**src/rtl/hcd_pkg.sv**
```systemverilog
package hcd_pkg;

    localparam int VAL_W = 16;
    localparam int CNT_W = 16;
    localparam int CPE_W = 6;
    localparam int MODE_W = 2;
    localparam int STR_W = 3;

    // write-enable slot indices
    localparam int W_THR  = 0;
    localparam int W_STR  = 1;
    localparam int W_MODE = 2;
    localparam int W_LC   = 3;
    localparam int W_LL   = 4;
    localparam int W_GD   = 5;
    localparam int W_SC   = 6;
    localparam int W_SL   = 7;
    localparam int W_CPE  = 8;
    localparam int NREG   = 9;

    // action slot indices
    localparam int A_TRIG = 0;
    localparam int A_STAT = 1;
    localparam int NACT   = 2;

    localparam logic [7:0] OP_MODE  = 8'h01;
    localparam logic [7:0] OP_TRIG  = 8'h02;
    localparam logic [7:0] OP_THR   = 8'h03;
    localparam logic [7:0] OP_STR   = 8'h04;
    localparam logic [7:0] OP_LC    = 8'h10;
    localparam logic [7:0] OP_LL    = 8'h11;
    localparam logic [7:0] OP_GD    = 8'h12;
    localparam logic [7:0] OP_SC    = 8'h13;
    localparam logic [7:0] OP_SL    = 8'h14;
    localparam logic [7:0] OP_CPE   = 8'h15;
    localparam logic [7:0] OP_STAT  = 8'hFF;

    typedef enum logic {PS_IDLE, PS_FIRE} pulse_st_e;

    // first member is the MSB: layout matches the snapshot port
    typedef struct packed {
        logic [CPE_W-1:0]  cpe;
        logic [CNT_W-1:0]  short_listen;
        logic [CNT_W-1:0]  short_chirp;
        logic [CNT_W-1:0]  guard;
        logic [CNT_W-1:0]  long_listen;
        logic [CNT_W-1:0]  long_chirp;
        logic [MODE_W-1:0] mode;
        logic [STR_W-1:0]  streams;
        logic [VAL_W-1:0]  thr;
    } cfg_t;

    localparam int SNAP_W = $bits(cfg_t);

    function automatic logic op_known(input logic [7:0] op);
        return (op == OP_MODE) || (op == OP_TRIG) || (op == OP_THR) ||
               (op == OP_STR)  || (op == OP_STAT) ||
               ((op >= OP_LC) && (op <= OP_CPE));
    endfunction

endpackage

```
**src/rtl/hcd_decode.sv**
```systemverilog
module hcd_decode
    import hcd_pkg::*;
(
    input  logic                cmd_valid,
    input  logic [7:0]          cmd_opcode,
    output logic [NREG-1:0]     wr_en,
    output logic [NACT-1:0]     act_fire
);

    always_comb begin
        wr_en    = '0;
        act_fire = '0;
        if (cmd_valid) begin
            unique case (cmd_opcode)
                OP_MODE: wr_en[W_MODE]     = 1'b1;
                OP_THR:  wr_en[W_THR]      = 1'b1;
                OP_STR:  wr_en[W_STR]      = 1'b1;
                OP_LC:   wr_en[W_LC]       = 1'b1;
                OP_LL:   wr_en[W_LL]       = 1'b1;
                OP_GD:   wr_en[W_GD]       = 1'b1;
                OP_SC:   wr_en[W_SC]       = 1'b1;
                OP_SL:   wr_en[W_SL]       = 1'b1;
                OP_CPE:  wr_en[W_CPE]      = 1'b1;
                OP_TRIG: act_fire[A_TRIG]  = 1'b1;
                OP_STAT: act_fire[A_STAT]  = 1'b1;
                default: ;
            endcase
        end
    end

    // a decoded command touches at most one slot
    always_comb begin
        assert_one_slot_R9: assert ($countones({wr_en, act_fire}) <= 1)
            else $error("decoder raised more than one slot");
    end

endmodule

```
**src/rtl/hcd_regfile.sv**
```systemverilog
module hcd_regfile
    import hcd_pkg::*;
#(
    parameter cfg_t RST_CFG = '0
)(
    input  logic              clk,
    input  logic              rst_n,
    input  logic [NREG-1:0]   wr_en,
    input  logic [VAL_W-1:0]  value,
    output cfg_t              cfg
);

    always_ff @(posedge clk or negedge rst_n) begin
        if (!rst_n) begin
            cfg <= RST_CFG;
        end else begin
            if (wr_en[W_THR])  cfg.thr          <= value;
            if (wr_en[W_STR])  cfg.streams      <= value[STR_W-1:0];
            if (wr_en[W_MODE]) cfg.mode         <= value[MODE_W-1:0];
            if (wr_en[W_LC])   cfg.long_chirp   <= value[CNT_W-1:0];
            if (wr_en[W_LL])   cfg.long_listen  <= value[CNT_W-1:0];
            if (wr_en[W_GD])   cfg.guard        <= value[CNT_W-1:0];
            if (wr_en[W_SC])   cfg.short_chirp  <= value[CNT_W-1:0];
            if (wr_en[W_SL])   cfg.short_listen <= value[CNT_W-1:0];
            if (wr_en[W_CPE])  cfg.cpe          <= value[CPE_W-1:0];
        end
    end

    // chirps-per-elevation takes the low bits of the value
    assert_cpe_load_R6: assert property (@(posedge clk) disable iff (!rst_n)
        wr_en[W_CPE] |=> cfg.cpe == $past(value[CPE_W-1:0]))
        else $error("chirps per elevation load mismatch");

    // stream enables take value[2:0]
    assert_stream_load_R4: assert property (@(posedge clk) disable iff (!rst_n)
        wr_en[W_STR] |=> cfg.streams == $past(value[STR_W-1:0]))
        else $error("stream enable load mismatch");

endmodule

```
**src/rtl/hcd_pulse.sv**
```systemverilog
module hcd_pulse
    import hcd_pkg::*;
(
    input  logic clk,
    input  logic rst_n,
    input  logic fire,
    output logic pulse
);

    pulse_st_e state, state_nx;

    always_ff @(posedge clk or negedge rst_n) begin
        if (!rst_n) state <= PS_IDLE;
        else        state <= state_nx;
    end

    always_comb begin
        unique case (state)
            PS_IDLE: state_nx = fire ? PS_FIRE : PS_IDLE;
            PS_FIRE: state_nx = fire ? PS_FIRE : PS_IDLE;
            default: state_nx = PS_IDLE;
        endcase
        pulse = (state == PS_FIRE);
    end

    // each fire yields a pulse cycle, none without it
    assert_fire_pulse_R10: assert property (@(posedge clk) disable iff (!rst_n)
        fire |=> pulse)
        else $error("action pulse missing");

    assert_no_spurious_R9: assert property (@(posedge clk) disable iff (!rst_n)
        !fire |=> !pulse)
        else $error("action pulse without command");

endmodule

```
**src/rtl/host_cfg_decoder.sv**
```systemverilog
module host_cfg_decoder
    import hcd_pkg::*;
#(
    parameter logic [VAL_W-1:0]  DEF_THRESHOLD    = 16'd10000,
    parameter logic [MODE_W-1:0] DEF_MODE         = 2'd0,
    parameter logic [CNT_W-1:0]  DEF_LONG_CHIRP   = 16'd3000,
    parameter logic [CNT_W-1:0]  DEF_LONG_LISTEN  = 16'd13700,
    parameter logic [CNT_W-1:0]  DEF_GUARD        = 16'd17540,
    parameter logic [CNT_W-1:0]  DEF_SHORT_CHIRP  = 16'd50,
    parameter logic [CNT_W-1:0]  DEF_SHORT_LISTEN = 16'd17450,
    parameter logic [CPE_W-1:0]  DEF_CPE          = 6'd32
)(
    input  logic                clk,
    input  logic                rst_n,
    input  logic                cmd_valid,
    input  logic [7:0]          cmd_opcode,
    input  logic [15:0]         cmd_value,
    output logic [1:0]          cfg_mode,
    output logic [15:0]         cfg_threshold,
    output logic [2:0]          cfg_streams,
    output logic [15:0]         cfg_long_chirp,
    output logic [15:0]         cfg_long_listen,
    output logic [15:0]         cfg_guard,
    output logic [15:0]         cfg_short_chirp,
    output logic [15:0]         cfg_short_listen,
    output logic [5:0]          cfg_chirps_per_elev,
    output logic                chirp_trigger,
    output logic                status_req,
    output logic [106:0]        status_snapshot
);

    localparam cfg_t RST_CFG = '{
        cpe:          DEF_CPE,
        short_listen: DEF_SHORT_LISTEN,
        short_chirp:  DEF_SHORT_CHIRP,
        guard:        DEF_GUARD,
        long_listen:  DEF_LONG_LISTEN,
        long_chirp:   DEF_LONG_CHIRP,
        mode:         DEF_MODE,
        streams:      {STR_W{1'b1}},
        thr:          DEF_THRESHOLD
    };

    logic [NREG-1:0] wr_en;
    logic [NACT-1:0] act_fire;
    logic [NACT-1:0] act_pulse;
    cfg_t            cfg;
    cfg_t            snap;

    hcd_decode u_decode (
        .cmd_valid  (cmd_valid),
        .cmd_opcode (cmd_opcode),
        .wr_en      (wr_en),
        .act_fire   (act_fire)
    );

    hcd_regfile #(.RST_CFG(RST_CFG)) u_regs (
        .clk   (clk),
        .rst_n (rst_n),
        .wr_en (wr_en),
        .value (cmd_value),
        .cfg   (cfg)
    );

    for (genvar a = 0; a < NACT; a++) begin : g_act
        hcd_pulse u_pulse (
            .clk   (clk),
            .rst_n (rst_n),
            .fire  (act_fire[a]),
            .pulse (act_pulse[a])
        );
    end

    always_ff @(posedge clk or negedge rst_n) begin
        if (!rst_n)                snap <= RST_CFG;
        else if (act_fire[A_STAT]) snap <= cfg;
    end

    assign cfg_mode            = cfg.mode;
    assign cfg_threshold       = cfg.thr;
    assign cfg_streams         = cfg.streams;
    assign cfg_long_chirp      = cfg.long_chirp;
    assign cfg_long_listen     = cfg.long_listen;
    assign cfg_guard           = cfg.guard;
    assign cfg_short_chirp     = cfg.short_chirp;
    assign cfg_short_listen    = cfg.short_listen;
    assign cfg_chirps_per_elev = cfg.cpe;
    assign chirp_trigger       = act_pulse[A_TRIG];
    assign status_req          = act_pulse[A_STAT];
    assign status_snapshot     = snap;

    // mode load
    assert_mode_load_R2: assert property (@(posedge clk) disable iff (!rst_n)
        (cmd_valid && cmd_opcode == OP_MODE) |=> cfg_mode == $past(cmd_value[1:0]))
        else $error("mode load mismatch");

    // threshold load
    assert_thr_load_R3: assert property (@(posedge clk) disable iff (!rst_n)
        (cmd_valid && cmd_opcode == OP_THR) |=> cfg_threshold == $past(cmd_value))
        else $error("threshold load mismatch");

    // guard timing load
    assert_guard_load_R5: assert property (@(posedge clk) disable iff (!rst_n)
        (cmd_valid && cmd_opcode == OP_GD) |=> cfg_guard == $past(cmd_value))
        else $error("guard load mismatch");

    // trigger pulses and leaves registers alone
    assert_trig_R7: assert property (@(posedge clk) disable iff (!rst_n)
        (cmd_valid && cmd_opcode == OP_TRIG) |=> chirp_trigger && !status_req && $stable(cfg))
        else $error("trigger command misbehaved");

    // status request copies the pre-edge registers
    assert_snap_R8: assert property (@(posedge clk) disable iff (!rst_n)
        (cmd_valid && cmd_opcode == OP_STAT) |=> status_req && status_snapshot == $past(cfg))
        else $error("status snapshot mismatch");

    // unlisted or unstrobed opcodes change nothing
    assert_ignore_R9: assert property (@(posedge clk) disable iff (!rst_n)
        (!cmd_valid || !op_known(cmd_opcode)) |=> $stable(cfg) && !chirp_trigger && !status_req)
        else $error("ignored command had an effect");

    // snapshot only moves on a status request
    assert_snap_hold_R11: assert property (@(posedge clk) disable iff (!rst_n)
        !(cmd_valid && cmd_opcode == OP_STAT) |=> $stable(status_snapshot))
        else $error("snapshot moved without request");

endmodule

```
**config.mk**
```make
export PLATFORM = sky130hd
export DESIGN_NAME = host_cfg_decoder
export DESIGN_NICKNAME = d
export VERILOG_FILES = /design/src/rtl/hcd_pkg.sv /design/src/rtl/hcd_decode.sv /design/src/rtl/hcd_regfile.sv /design/src/rtl/hcd_pulse.sv /design/src/rtl/host_cfg_decoder.sv
export SDC_FILE = /design/constraint.sdc
export NUM_CORES = 1
export LEC_CHECK = 0
export BUFFER_PORTS_ARGS = -buffer_cell sky130_fd_sc_hd__buf_2
export CAP_MARGIN = 5
export CORE_MARGIN = 2
export CORE_UTILIZATION = 30
export CTS_CLUSTER_SIZE = 16
export DETAILED_ROUTE_END_ITERATION = 6
export GPL_TIMING_DRIVEN = 0
export SYNTH_ARGS = -nofsm -noshare
export SYNTH_HDL_FRONTEND = slang
export SYNTH_SLANG_ARGS = --single-unit
export TNS_END_PERCENT = 5
```
**constraint.sdc**
```tcl
create_clock -name clk -period 1.4 [get_ports clk]
set_input_delay 0.28 -clock clk [delete_from_list [all_inputs] [get_ports clk]]
set_output_delay 0.28 -clock clk [all_outputs]
set_load 0.1 [all_outputs]
```
======== After elaboration in Yosys (flattened, before gate mapping) ========
Cells that the tools add are included.
operators by class
  add/subtract/negate cells ............... 0
  multiply operators ...................... 0
  divide/modulo/power cells ............... 0
  order comparisons ....................... 0
  eq/ne operators ......................... 11
  shift-type cells ........................ 0
  muxes and demuxes ....................... 15
  bitwise gates (word level) .............. 0
  reductions and logical operators ........ 0
operators with widths
  cell                                                 count
  equality test 8 x 5 -> 1 bit, second input constant  6
  equality test 8 x 2 -> 1 bit, second input constant  2
  two-way mux 1 bit                                    13
  two-way mux 9 bit                                    1
  equality test 8 x 1 -> 1 bit, second input constant  1
  equality test 8 x 3 -> 1 bit, second input constant  1
  equality test 8 bit, second input constant           1
  two-way mux 2 bit                                    1
storage, ports and cells
  flip-flop bits (word level) ............. 216
  bits in latches ......................... 0
  RAM bits ................................ 0
  bits in read-only memories .............. 0
  input bits .............................. 27
  output and inout port bits .............. 216
  word-level logic and storage cells ...... 46
  memories ................................ 0

======== Longest topological paths before layout ========
  depth after elaboration ................. 4
  mapped depth ............................ 6
  mapped depth without buffers ............ 3

======== Cells and area by module ========
From an unflattened synthesis, not the netlist that was laid out.
second synthesis, totals
  cells, all modules ...................... 478
  area total of the unflattened synthesis .. 8677.1 sq um
modules (own cells, without submodules)
  module            times used  cells each  area each (sq um)  sequential area each (sq um)
  hcd_regfile       1           227         4342.9             2720.1
  host_cfg_decoder  1           226         4129.0             2720.1
  hcd_decode        1           23          155.1              0.0
  hcd_pulse         2           1           25.0               25.0

======== Least setup slack after synthesis ========
OpenSTA, ideal clock, no wires.
  path kind ............................... input -> register
  start point ............................. in cmd_opcode[5]
  end point ............................... reg, netlist name u_regs.cfg[11]
  setup time .............................. 0.126 ns
  arrival time ............................ 1.594 ns
  required time ........................... 1.274 ns
  setup slack ............................. -0.320 ns
  cell stages on the path ................. 6
  path buffers ............................ 3
  path through ............................ nor4b_1 buf_4 and4b_1 buf_4 buf_4 mux2_2
between the ends
  longest elaborated chain between the ends .. 3
ends and longest elaborated chain
  what                          RTL line                RTL
  start: declaration            host_cfg_decoder.sv:16  input logic [7:0] cmd_opcode,
  equality test 8 x 2 -> 1 bit  hcd_decode.sv:14        unique case (cmd_opcode)
  two-way mux 1 bit             hcd_decode.sv:14
  two-way mux 9 bit             hcd_decode.sv:13        if (cmd_valid) begin
Every way passes these cells.
A chain may end at the register's enable or synchronous reset.

======== Final worst setup path ========
  start point ............................. reg, netlist name u_regs.cfg[106]
  end point ............................... out cfg_chirps_per_elev[5]
RTL lines
  what              RTL line                RTL
  end: declaration  host_cfg_decoder.sv:26  output logic [5:0] cfg_chirps_per_elev,
No word-level cell between the ends.

==> metrics <==
status finished with violations; violated checks hold timing, setup timing; Max Slew Vio Count 0; Worst Setup Slack, final -158 ps; DP HPWL 14,700 um; die area 28,800 sq um; DRC viols 0; clock power share 40.4%; Logic pwr share 15.8%; layout net count 781; worst slew pin tran 815 ps; Peak VDD IR 0.000670 V; Crit. End Element output pin; Initial Util 30.5%; CTS tree built; vias in the first global route 5,782; routability cong. 0.705; Core Util, Final 52.9%; initial antenna violation count 0; Synth top cells by count mux2_2 (195), dfrtp_1 (148), dfstp_2 (68); Fin Hold WS -224 ps; GRT Total Usage 16.6%; number of enable flip-flop cells after synthesis 0; flops & latches, synth 216; # rows 60; gr ovfl total 0; Max Clk Rate 642 MHz; cell taking the most area after synthesis dfrtp_1; area delta synth->final 73.3%; reg-to-reg endpoint status_snapshot[74]; Final Non-Filler Cells 1,111; final setup fails 122; DRC violation total after the first TritonRoute iteration 275; crit share post-route 111%; Seq/Total Area, Yosys 66.7%; RSZ-0062 raised after global routing true; Yosys warning total 0; Crit path required time 1120 ps; R2R Setup Slk 480 ps; asr flop ratio synth 100%; Max Clock Skew 7.08 ps; layout cells sized above 1 81.2%; NetSw 4360 uW; crit-path cells buf_12; first-pass GRT wire length 36,600 um; drt pass-1 iters 4; Final Critical Period 1560 ps; routed wire length per instance 22.1 um; Worst Path Max Fanout 3; post-synthesis cell count 475; switching share of power 28.5%; antenna cells 0; max_cap viols 0; FF-to-FF path depth 2; HP Class input port to async pin; Seq pwr share 43.8%; reg-to-reg critical path startpoint u_regs.cfg[74]; Netlist cell types 22; die height 170 um; Vias 5,223; Buf/Inv on CP 1; CORE AREA 27,000 sq um; pwr dens 1070 nW/um^2; count of port buffers added during placement 240; placed cell count 1,057; count leader, synth mux2_2; Top FF cell, synth dfrtp_1; Vias/cell 4.70; area share of the largest cell type after synthesis 45.0%; Skew-Pair Late Insertion Delay 510 ps; Clock Sink Count 216; Int Power 10,900 uW; Mapped Nets 502; CTS H-tree lvls 1; hold buffers post-CTS 1; DRT antenna net count 0; cell area after synthesis 8230 sq um; delay-heaviest family, CP flip-flops; post-place setup slack -688 ps; CTS Buf Count 25; CP peak stage delay 580 ps; largest cells by area after synthesis dfrtp_1 (45%), mux2_2 (27%), dfstp_2 (22%); Critical-path top delay cell dfstp_2; Slew HR 45.7%; crit path kind register to output pin; I/O pin cnt 243; CTS Buffer Depth 3; Post-Route WL 24,500 um; LEAKAGE 0.00644 uW; post-synthesis average cell area 17.3 sq um; final setup TNS -9380 ps; chip width 170 um; clk slew on worst S/H paths 60 ps; Critical Path AT 1280 ps; Hold Vio Cnt, Final 75; CTS Root Buffer Type clkbuf_16; pin count of the biggest net entering global routing 116; startpoint types register
flip-flops by register name, indices dropped and copies added (netlist names):
signal and flops:
status_snapshot 107, g_act.u_pulse.pulse 2, u_regs.cfg 107
layout by cell type, fill, tap and decap left out, types with 7 or more instances in the layout:
cell,Yosys,final
dfrtp_2,0,24
dfstp_2,68,68
dfrtp_1,148,124
clkbuf_8,0,7
clkbuf_16,0,25
buf_2,16,24
buf_12,0,217
mux2_4,0,24
buf_4,4,19
mux2_2,195,189
through the flow:
step                total power (uW)  cell area [sq um]
global route                   15800              14300
floorplan                       8050               8330
global placement                8530               9960
finish                         15300              14300
detailed placement              8560              10000
CTS                            15400              13900
what timing repair did:
action | in CTS | in global routing
endpoints found under the setup margin | 311 | 324
endpoints found under the hold margin | 76 | 75
pin swaps | 1 | 1
setup buffers | 10 | 0
gates cloned | 0 | 0
resized for setup | 838 | 89
final cells by class:
class / count / area [sq um]
well taps: 341 / 427
multi-input cells: 237 / 2730
repair buffers: 252 / 4590
plain buffers: 22 / 211
flip-flops and latches: 216 / 5520
clock buffers: 38 / 744
fillers: 2062 / 12700
clock inverters: 5 / 28.8
layer usage:
| metal | vias up | routed length (um) | share of wire [%] | track usage, % |
|---|---|---|---|---|
| met3 | 35 | 1800 | 7.4 | 5.08 |
| met2 | 196 | 12400 | 50 | 27.9 |
| met1 | 2738 | 9910 | 40 | 21.1 |
| met4 | 0 | 436 | 1.8 | 3.94 |
| li1 | 2254 | - | - | - |
| met5 | - | 0 | 0 | 0 |
power by group through the flow:
stage / logic (uW) / clock network (uW) / registers (uW)
4_1_cts: 2400 / 6340 / 6680
2_1_floorplan: 198 / 0 / 7860
5_1_grt: 2490 / 6640 / 6710
3_5_place_dp: 1870 / 0 / 6690
6_report: 2410 / 6180 / 6690
3_3_place_gp: 1850 / 0 / 6680
worst max path at each step:
stage | end | start | slack [ps] | cells past startpoint
6_report | cfg_chirps_per_elev[5] | u_regs.cfg[106] | -160 | 1
5_1_grt | cfg_long_chirp[5] | u_regs.cfg[26] | -190 | 1
4_1_cts | cfg_short_chirp[5] | u_regs.cfg[74] | -190 | 1
3_5_place_dp | status_snapshot[78] | cmd_opcode[3] | -690 | 5
3_3_place_gp | u_regs.cfg[21] | rst_n | -3770 | 1
2_1_floorplan | u_regs.cfg[11] | cmd_opcode[7] | -200 | 6
logic make-up (layout without fill, tap and decap cells):
| kind of cell | Yosys count | in the layout | share of synthesized area (%) |
|---|---|---|---|
| flip-flops | 216 | 216 | 66.7 |
| multiplexers | 214 | 214 | 29.3 |
| AND/OR/NAND/NOR | 23 | 23 | 2.34 |
| buffers and inverters | 22 | 317 | 1.61 |
No activity file was read; power rests on OpenSTA's default activity.
